==> src/rtl/pud_pkg.sv <==
package pud_pkg;

  localparam int WORD_W = 32;

  typedef enum logic [1:0] {
    PULL_NONE = 2'd0,
    PULL_DOWN = 2'd1,
    PULL_UP   = 2'd2
  } pull_e;

  // Reserved code 3 collapses to no pull.
  function automatic pull_e mode_to_pull(input logic [1:0] code);
    case (code)
      2'd1:    return PULL_DOWN;
      2'd2:    return PULL_UP;
      default: return PULL_NONE;
    endcase
  endfunction

  function automatic int num_banks(input int npins);
    return (npins + WORD_W - 1) / WORD_W;
  endfunction

  function automatic int bank_addr(input int base, input int bank);
    return base + 4 * bank;
  endfunction

  // Bits of a bank word that map to existing pins.
  function automatic logic [WORD_W-1:0] bank_live_bits(input int bank, input int npins);
    logic [WORD_W-1:0] m;
    m = '0;
    for (int i = 0; i < WORD_W; i++) begin
      m[i] = ((bank * WORD_W + i) < npins);
    end
    return m;
  endfunction

endpackage

==> src/rtl/pud_regfile.sv <==
module pud_regfile
  import pud_pkg::*;
#(
  parameter int NUM_PINS  = 54,
  parameter int ADDR_W    = 8,
  parameter int MODE_ADDR = 'h94,
  parameter int CLK_BASE  = 'h98
) (
  input  logic                 clk,
  input  logic                 rst_n,
  input  logic                 wr_en,
  input  logic [ADDR_W-1:0]    wr_addr,
  input  logic [WORD_W-1:0]    wr_data,
  input  logic [ADDR_W-1:0]    rd_addr,
  output logic [WORD_W-1:0]    rd_data,
  output logic [1:0]           mode_q,
  output logic                 mode_wr_evt,
  output logic                 mode_chg_evt,
  output logic [NUM_PINS-1:0]  rise_vec
);

  localparam int NBANK = num_banks(NUM_PINS);
  localparam int PAD_W = NBANK * WORD_W;

  logic [NBANK-1:0]    bank_hit;
  logic [NUM_PINS-1:0] clk_bits;
  logic [PAD_W-1:0]    pad_bits;

  assign mode_wr_evt  = wr_en && (wr_addr == ADDR_W'(MODE_ADDR));
  assign mode_chg_evt = mode_wr_evt && (wr_data[1:0] != mode_q);

  always_ff @(posedge clk) begin
    if (!rst_n) begin
      mode_q <= 2'd0;
    end else if (mode_wr_evt) begin
      mode_q <= wr_data[1:0];
    end
  end

  for (genvar b = 0; b < NBANK; b++) begin : g_bank
    assign bank_hit[b] = wr_en && (wr_addr == ADDR_W'(bank_addr(CLK_BASE, b)));
  end

  for (genvar p = 0; p < NUM_PINS; p++) begin : g_pin
    localparam int PB = p / WORD_W;
    localparam int PI = p % WORD_W;
    logic bit_q;

    always_ff @(posedge clk) begin
      if (!rst_n) begin
        bit_q <= 1'b0;
      end else if (bank_hit[PB]) begin
        bit_q <= wr_data[PI];
      end
    end

    assign clk_bits[p] = bit_q;
    assign rise_vec[p] = bank_hit[PB] & wr_data[PI] & ~bit_q;
  end

  always_comb begin
    pad_bits = '0;
    pad_bits[NUM_PINS-1:0] = clk_bits;
  end

  always_comb begin
    rd_data = '0;
    if (rd_addr == ADDR_W'(MODE_ADDR)) begin
      rd_data = WORD_W'(mode_q);
    end
    for (int b = 0; b < NBANK; b++) begin
      if (rd_addr == ADDR_W'(bank_addr(CLK_BASE, b))) begin
        rd_data = pad_bits[b*WORD_W +: WORD_W];
      end
    end
  end

endmodule

==> src/rtl/pud_settle_timer.sv <==
module pud_settle_timer #(
  parameter int SETUP_CYC = 150
) (
  input  logic clk,
  input  logic rst_n,
  input  logic mode_chg_evt,
  output logic settle_ready
);

  localparam int CW = $clog2(SETUP_CYC + 1);

  logic [CW-1:0] age_q;

  assign settle_ready = (age_q >= CW'(SETUP_CYC));

  // Saturating age of the current mode value.
  always_ff @(posedge clk) begin
    if (!rst_n) begin
      age_q <= '0;
    end else if (mode_chg_evt) begin
      age_q <= CW'(1);
    end else if (!settle_ready) begin
      age_q <= age_q + 1'b1;
    end
  end

endmodule

==> src/rtl/pud_pin_state.sv <==
module pud_pin_state
  import pud_pkg::*;
#(
  parameter int NUM_PINS = 54
) (
  input  logic                  clk,
  input  logic                  rst_n,
  input  logic [NUM_PINS-1:0]   rise_vec,
  input  logic                  settle_ready,
  input  logic [1:0]            mode_q,
  output logic [2*NUM_PINS-1:0] pull_o,
  output logic                  err_o
);

  pull_e pend_code;
  logic  any_rise;

  assign pend_code = mode_to_pull(mode_q);
  assign any_rise  = |rise_vec;

  for (genvar p = 0; p < NUM_PINS; p++) begin : g_pin
    pull_e st_q;

    always_ff @(posedge clk) begin
      if (!rst_n) begin
        st_q <= PULL_NONE;
      end else if (rise_vec[p] && settle_ready) begin
        st_q <= pend_code;
      end
    end

    assign pull_o[2*p +: 2] = st_q;
  end

  always_ff @(posedge clk) begin
    if (!rst_n) begin
      err_o <= 1'b0;
    end else if (any_rise && !settle_ready) begin
      err_o <= 1'b1;
    end
  end

endmodule

==> src/rtl/pud_seq.sv <==
module pud_seq
  import pud_pkg::*;
#(
  parameter int NUM_PINS  = 54,
  parameter int SETUP_CYC = 150,
  parameter int ADDR_W    = 8,
  parameter int MODE_ADDR = 'h94,
  parameter int CLK_BASE  = 'h98
) (
  input  logic                  clk,
  input  logic                  rst_n,
  input  logic                  wr_en,
  input  logic [ADDR_W-1:0]     wr_addr,
  input  logic [31:0]           wr_data,
  input  logic [ADDR_W-1:0]     rd_addr,
  output logic [31:0]           rd_data,
  output logic [2*NUM_PINS-1:0] pull_o,
  output logic                  err_o
);

  logic [1:0]          mode_q;
  logic                mode_wr_evt;
  logic                mode_chg_evt;
  logic                settle_ready;
  logic [NUM_PINS-1:0] rise_vec;

  pud_regfile #(
    .NUM_PINS (NUM_PINS),
    .ADDR_W   (ADDR_W),
    .MODE_ADDR(MODE_ADDR),
    .CLK_BASE (CLK_BASE)
  ) regs_i (
    .clk         (clk),
    .rst_n       (rst_n),
    .wr_en       (wr_en),
    .wr_addr     (wr_addr),
    .wr_data     (wr_data),
    .rd_addr     (rd_addr),
    .rd_data     (rd_data),
    .mode_q      (mode_q),
    .mode_wr_evt (mode_wr_evt),
    .mode_chg_evt(mode_chg_evt),
    .rise_vec    (rise_vec)
  );

  pud_settle_timer #(
    .SETUP_CYC(SETUP_CYC)
  ) timer_i (
    .clk         (clk),
    .rst_n       (rst_n),
    .mode_chg_evt(mode_chg_evt),
    .settle_ready(settle_ready)
  );

  pud_pin_state #(
    .NUM_PINS(NUM_PINS)
  ) state_i (
    .clk         (clk),
    .rst_n       (rst_n),
    .rise_vec    (rise_vec),
    .settle_ready(settle_ready),
    .mode_q      (mode_q),
    .pull_o      (pull_o),
    .err_o       (err_o)
  );

endmodule

==> config.mk <==
export PLATFORM = sky130hd
export DESIGN_NAME = pud_seq
export DESIGN_NICKNAME = d
export VERILOG_FILES = /design/src/rtl/pud_pkg.sv /design/src/rtl/pud_regfile.sv /design/src/rtl/pud_settle_timer.sv /design/src/rtl/pud_pin_state.sv /design/src/rtl/pud_seq.sv
export SDC_FILE = /design/constraint.sdc
export NUM_CORES = 1
export LEC_CHECK = 0
export BUFFER_PORTS_ARGS = -buffer_cell sky130_fd_sc_hd__buf_4
export CAP_MARGIN = 40
export CORE_MARGIN = 10
export CORE_UTILIZATION = 25
export CTS_BUF_LIST = sky130_fd_sc_hd__clkbuf_8
export DETAILED_ROUTE_END_ITERATION = 10
export PLACE_DENSITY_LB_ADDON = 0.08
export SETUP_SLACK_MARGIN = 0.15
export SLEW_MARGIN = 25
export SYNTH_ARGS = -nofsm -noshare
export SYNTH_HDL_FRONTEND = slang
export SYNTH_SLANG_ARGS = --single-unit
==> constraint.sdc <==
create_clock -name clk -period 2.6 [get_ports clk]
set_clock_uncertainty 0.05 [all_clocks]
set_input_delay 0.52 -clock clk [delete_from_list [all_inputs] [get_ports clk]]
set_output_delay 0.52 -clock clk [all_outputs]
set_load 0.1 [all_outputs]
==> results of run 1 <==
==> per-layer routing <==
layer	global-route usage	vias to the layer above	wire length (um)	share of wire
li1	-	3282	-	-
met1	0.2106	3010	13910	0.49
met4	0.04426	0	421	0.015
met5	0	-	0	0
met2	0.2366	139	12570	0.45
met3	0.03157	19	1244	0.044
==> cells in the mapped netlist (all sizes together), types with 3 or more instances <==
master	count
nor4	16
nor2	14
o21ai	93
o21a	3
nand2	138
nand3b	5
inv	5
buf	24
xnor2	3
a21boi	55
a22o	20
nand4	3
nor2b	55
dfxtp	173
nand3	136
and2	10
nor3	3
clkbuf	33
xor2	4
mux2i	21
==> worst max-delay path: stages <==
cell	delay, ns
buf_6	0.10
nor4b_4	0.25
nand3b_1	0.24
nor2b_4	0.20
buf_12	0.15
buf_16	0.14
a22o_2	0.18
buf_12	0.17
==> stage by stage <==
stage	instance area [um^2]	hold WS [ns]	setup slack (ns)
5_1_grt	10140	0.2390	-0.01052
3_3_place_gp	9128	0.4017	-0.03500
2_1_floorplan	7149	0.4022	-0.2103
6_report	10140	0.2582	0.06980
3_5_place_dp	9128	0.4033	-0.08158
4_1_cts	9802	0.2233	0.003855
==> timing repair <==
item                       CTS  global route
buffers inserted             2             1
pin swaps                    0            14
gates cloned                 1             2
gates resized for setup     59            65
setup endpoints to repair   30            32
==> final timing paths <==
kind | from | to | slack [ns] | cells past startpoint
worst max-delay path | rd_addr[5] | rd_data[17] | 0.07 | 8
worst min-delay path | wr_data[22] | regs_i.g_pin[22].bit_q | 0.26 | 3
worst max register to register | timer_i.age_q[0] | timer_i.age_q[3] | 0.55 | 8
worst min register to register | state_i.g_pin[35].st_q[1] | state_i.g_pin[35].st_q[1] | 0.42 | 2
==> flip-flops by register name (all words and copies together) (netlist names) <==
name and cells:
state_i.g_pin.st_q 108, regs_i.mode_q 2, regs_i.g_pin.bit_q 54, timer_i.age_q 8, state_i.err_o 1
==> cell usage in the layout (no fill, tap or decap), drive strengths merged, types with 2 or more instances in the layout <==
cell type and n:
a211oi 2, a21boi 55, a21oi 2, a22o 20, a22oi 2, and2 10
buf 222, clkbuf 19, clkinv 5, dfxtp 173, ha 2, inv 14
mux2 2, mux2i 21, nand2 138, nand3 136, nand3b 5, nand4 3
nand4b 2, nor2 14, nor2b 55, nor3 3, nor4 16, nor4b 2
o21a 3, o21ai 93, or3 2, xnor2 3, xor2 4
==> final cells by class <==
type / count / area (um^2)
Fill cell: 2955 / 17800
Multi-Input combinational cell: 600 / 3563
Sequential cell: 173 / 3463
Timing Repair Buffer: 224 / 2238
Tap cell: 378 / 473.0
Clock buffer: 17 / 234.0
Clock inverter: 15 / 145.1
Inverter: 5 / 18.77
==> power groups by stage <==
stage	Clock (mW)	Sequential [mW]	Combinational, mW
final	1.90	2.66	0.246
after global routing	2.09	2.66	0.267
after CTS	1.97	2.66	0.246
after detailed placement	0	2.72	0.241
after global placement	0	2.72	0.242
after floorplan	0	2.72	0.108
==> cell families (layout without fill, tap and decap cells) <==
| family | count (synthesis) | in the layout |
|---|---|---|
| fa+ha+maj | 2 | 2 |
| flops | 173 | 173 |
| buf+inv | 62 | 261 |
| compound gates | 180 | 180 |
| mux | 23 | 23 |
| simple gates | 388 | 388 |
| xor+xnor | 7 | 7 |
==> metrics.cfg, run 1 <==
[outcome]
outcome = finished, final reports clean

[yosys]
syn_area_um2 = 7097
yosysTopAreaCell = dfxtp_1
synth_top_family_by_area = simple AND/OR/NAND/NOR gates
synth_xor_area_frac = 0.008639
synth_edf_count = 0
yosysSeqAreaShare = 0.4880
syn_area_per_cell_um2 = 8.499
netlist_instances = 835
synth_cell_types = 40
async_reset_ff_frac = 0
synth.area.mux_share = 0.03279
yosys_warnings = 0
synth-simple-area-share = 0.2712
ys.flop_type = dfxtp_1
yosys-top-cells-area = dfxtp_1 49%, nand3_1 9.6%, nand2_1 7.3%
synth_compound_area_frac = 0.1610
syn-num-nets = 888
synthAdderAreaFrac = 0.003526
ys_seq_elements = 173
synth_top_area_share = 0.4880

[place]
placed_cells = 1374
hpwl_um = 20070
gp_congestion = 0.7821
portBuffers = 191

[die]
die_area_um2 = 35530
die_h_um = 188.5
ios = 192
core_area_um2 = 27930
start_util = 0.2541
rows = 61
die_w_um = 188.5

[sta]
hold_viol_final = 0
tns_ns = 0
rsz0062_at_grt = yes
post-route-period-util = 0.9732
slew_viol_final = 0
fmax_ghz = 0.3952
setup_viol = 0
worstMarginPinSlew_ns = 0.6127
fin_crit_ns = 2.530
relSlewSlack = 0.5888

[pwr]
p_per_area_nw_per_um2 = 474.1
irDropWorstVdd_mv = 0.2759
clockPowerShare = 0.395
p_switching_mw = 1.335
comb_power_share = 0.051
sequentialPowerShare = 0.554
p_int_mw = 3.470
total_power_mw = 4.805
power_switching_share = 0.2779
p_leak_nw = 3.872

[clocking]
cts_buffers = 17
clockBufferDepth = 2
tritoncts = built
ctsHoldBuffers = 0
cts.sinks = 173
worstSkewPairLatency_ns = 0.47
htreeDepth = 4
clockRootBuffer = clkbuf_8
cts.clk_slew.worst_paths_ns = 0.11

[flow_run]
drv_cap = 0

[routing]
drt_iter0_markers = 276
routed_wl_um = 28140
drtAntennaViolNets = 0
avgViaCountPerCell = 4.568
vias = 6450
drc = 0
avgRoutedWirePerCell_um = 19.93
firstDrtPassIters = 4

[global_route]
grt_pass1_wl_um = 42010
grt_usage = 0.1533
grt_max_degree = 67
grt_antenna_before_repair = 0
first_global_vias = 6503
grt-ovfl-total = 0

[worst_setup_path]
crit_type = in -> out
critPathMaxFanout = 5
startpoint_type = input pin
worst_setup_path_end_kind = primary output
crit_arrival_ns = 1.96
cp.required_ns = 2.03

[min_path]
hold_class = in -> reg

[cells_and_area]
area_growth_pct = 42.82
drive_above_1_share = 0.2892
layoutNonFillerInstCount = 1412
final_util = 0.3629
diodes = 0
final_nets = 1074

Note: power is estimated with default switching activity, not from simulation.
==> run 2, diff against run 1 <==
--- a/config.mk
+++ b/config.mk
@@ -11,7 +11,7 @@
 export CORE_UTILIZATION = 25
 export CTS_BUF_LIST = sky130_fd_sc_hd__clkbuf_8
 export DETAILED_ROUTE_END_ITERATION = 10
-export PLACE_DENSITY_LB_ADDON = 0.08
+export HOLD_SLACK_MARGIN = 0.05
 export SETUP_SLACK_MARGIN = 0.15
 export SLEW_MARGIN = 25
 export SYNTH_ARGS = -nofsm -noshare
==> constraint.sdc (replaced) <==
create_clock -name clk -period 2.7 [get_ports clk]
set_clock_uncertainty 0.05 [all_clocks]
set_input_delay 0.54 -clock clk [delete_from_list [all_inputs] [get_ports clk]]
set_output_delay 0.54 -clock clk [all_outputs]
set_load 0.1 [all_outputs]
==> run 2 against run 1 <==
  * Worst setup slack gained 0.087 ns
  * Highest routed layer unchanged
  * Sequential cell count unchanged
  * First-iteration DRC count increased by 34%
  * Worst hold slack improved by 0.023 ns
  * Sequential share of layout area grew 0.063 points
  * Power decreased by 3.0%
  * Register-to-register slack is essentially flat
  * Routed wire length shrank 3.7%
  * Critical path type unchanged
  * Clock power is essentially flat
  * Largest power group unchanged
==> metrics.cfg, run 2 (synthesized netlist as in run 1, its figures left out) <==
[worst_setup_path]
crit_start = rd_addr[5]  ; unchanged
critPathMaxFanout = 6  ; was 5
startpoint_type = input pin  ; unchanged
r2r-start = timer_i.age_q[0]  ; unchanged
crit_type = in -> out  ; unchanged
r2r_slack_ns = 0.55  ; about the same
worst_setup_path_end_kind = primary output  ; unchanged
crit_arrival_ns = 1.95  ; was 1.96 ns
cp.required_ns = 2.11  ; was 2.03 ns
reg2reg_to = timer_i.age_q[3]  ; unchanged
ff2ff_path_depth = 8  ; unchanged

[global_route]
grt_antenna_before_repair = 0  ; unchanged
first_global_vias = 6281  ; was 6503
grt-ovfl-total = 0  ; unchanged
grt_max_degree = 120  ; was 67
grt_pass1_wl_um = 39420  ; was 42010 um
grt_usage = 0.1433  ; was 0.1533

[die]
die_h_um = 188.5  ; unchanged
die_area_um2 = 35530  ; unchanged
rows = 61  ; unchanged
ios = 192  ; unchanged
die_w_um = 188.5  ; unchanged
core_area_um2 = 27930  ; unchanged
start_util = 0.2541  ; unchanged

[min_path]
whs_path_depth = 3  ; unchanged
hold_class = in -> reg  ; unchanged
worstHoldStart = wr_data[24]  ; was wr_data[22]
whs_endpoint = regs_i.g_pin[24].bit_q  ; was regs_i.g_pin[22].bit_q

[place]
gp_congestion = 0.7660  ; was 0.7821
placed_cells = 1373  ; was 1374
hpwl_um = 19640  ; was 20070 um
portBuffers = 191  ; unchanged

[cells_and_area]
final_nets = 1073  ; was 1074
area_growth_pct = 42.56  ; was 42.82%
fillers = 2867  ; was 2955
layoutNonFillerInstCount = 1411  ; was 1412
regMostFlops = state_i.g_pin.st_q  ; unchanged
multiInputGateArea_um2 = 3586  ; was 3563 um^2
drive_above_1_share = 0.2865  ; was 0.2892
seq_area_um2 = 3463  ; unchanged
largest_reg_flops = 108  ; unchanged
layout_common_cells = 177 x buf_4, 173 x dfxtp_1, 138 x nand2_1  ; was 178 x buf_4, 173 x dfxtp_1, 138 x nand2_1
diodes = 0  ; unchanged
final_common_cell = buf_4  ; unchanged
final_util = 0.3622  ; was 0.3629
largestRegisters = state_i.g_pin.st_q x108, regs_i.g_pin.bit_q x54, timer_i.age_q x8  ; unchanged

[routing]
vias = 6565  ; was 6450
drc = 0  ; unchanged
drtAntennaViolNets = 0  ; unchanged
drt_iter0_markers = 369  ; was 276
avgRoutedWirePerCell_um = 19.22  ; was 19.93 um
firstDrtPassIters = 4  ; unchanged
routed_wl_um = 27110  ; was 28140 um
avgViaCountPerCell = 4.653  ; was 4.568

[clocking]
htreeDepth = 4  ; unchanged
cts.sinks = 173  ; unchanged
clockRootBuffer = clkbuf_8  ; unchanged
cts_buffers = 17  ; unchanged
clockBufferDepth = 2  ; unchanged
ctsHoldBuffers = 0  ; unchanged
worstSkewPairLatency_ns = 0.47  ; about the same
cts.clk_slew.worst_paths_ns = 0.09  ; was 0.11 ns
tritoncts = built  ; unchanged

[sta]
worstMarginPinSlew_ns = 0.6608  ; was 0.6127 ns
tns_ns = 0  ; unchanged
slew_viol_final = 0  ; unchanged
rsz0062_at_grt = yes  ; unchanged
setup_viol = 0  ; unchanged
fin_crit_ns = 2.544
hold_viol_final = 0  ; unchanged
post-route-period-util = 0.9421
relSlewSlack = 0.5595  ; was 0.5888
fmax_ghz = 0.3931

[outcome]
outcome = finished, final reports clean  ; unchanged

[pwr]
irDropWorstVdd_mv = 0.2233  ; was 0.2759 mV
p_leak_nw = 3.879  ; was 3.872 nW
p_per_area_nw_per_um2 = 460.6  ; was 474.1 nW/um^2

[flow_run]
drv_cap = 0  ; unchanged

## run 2: routing by layer
| metal | GRT usage | wire [um] | share of wire | up-vias |
|---|---|---|---|---|
| met4 | 0.03175 | 278 | 0.010 | 0 |
| met3 | 0.03637 | 1442 | 0.053 | 16 |
| met5 | 0 | 0 | 0 | - |
| li1 | - | - | - | 3279 |
| met1 | 0.1900 | 12480 | 0.46 | 3108 |
| met2 | 0.2287 | 12910 | 0.48 | 162 |
## run 2: through the flow
stage | power (mW) | setup slack [ns] | area [um^2] | hold slack, ns
after global placement | 2.844 | -0.02815 | 9123 | 0.3986
after global routing | 4.838 | 0.08402 | 10120 | 0.2616
final | 4.660 | 0.1563 | 10120 | 0.2814
after floorplan | 2.723 | -0.1503 | 7149 | 0.4022
after CTS | 4.704 | 0.1434 | 9738 | 0.2563
after detailed placement | 2.845 | -0.02785 | 9123 | 0.4040
## run 2: report_power, final
part,internal [mW],total (mW),switching [mW]
Clock,0.837,1.87,1.03
Sequential,2.55,2.56,0.00664
Combinational,0.0988,0.232,0.133
Total,3.49,4.66,1.17
## run 2: what timing repair did
item,CTS,global route
resized for setup,45,72
setup buffers,3,0
setup endpoints to repair,30,29
cloned,1,2
pin swaps,1,16
## run 2: worst max path at each step
stage	to	slack [ns]	cells past startpoint
6_report	rd_data[27]	0.16	9
5_1_grt	rd_data[27]	0.08	9
4_1_cts	rd_data[7]	0.14	9
3_5_place_dp	rd_data[7]	-0.03	7
3_3_place_gp	rd_data[3]	-0.03	7
2_1_floorplan	rd_data[0]	-0.15	3
## run 2: cell type report
type | count | share of cell area
Clock buffer | 21 | 0.02857
Clock inverter | 11 | 0.01051
Inverter | 5 | 0.001855
Multi-Input combinational cell | 600 | 0.3544
Sequential cell | 173 | 0.3423
Tap cell | 378 | 0.04675
Timing Repair Buffer | 223 | 0.2156
## run 2: critical path: stages
cell,delay (ns)
buf_6,0.10
nor4b_4,0.25
nand3b_1,0.12
buf_6,0.15
nor2b_4,0.15
buf_6,0.15
clkbuf_16,0.16
and2_4,0.16
buf_12,0.17
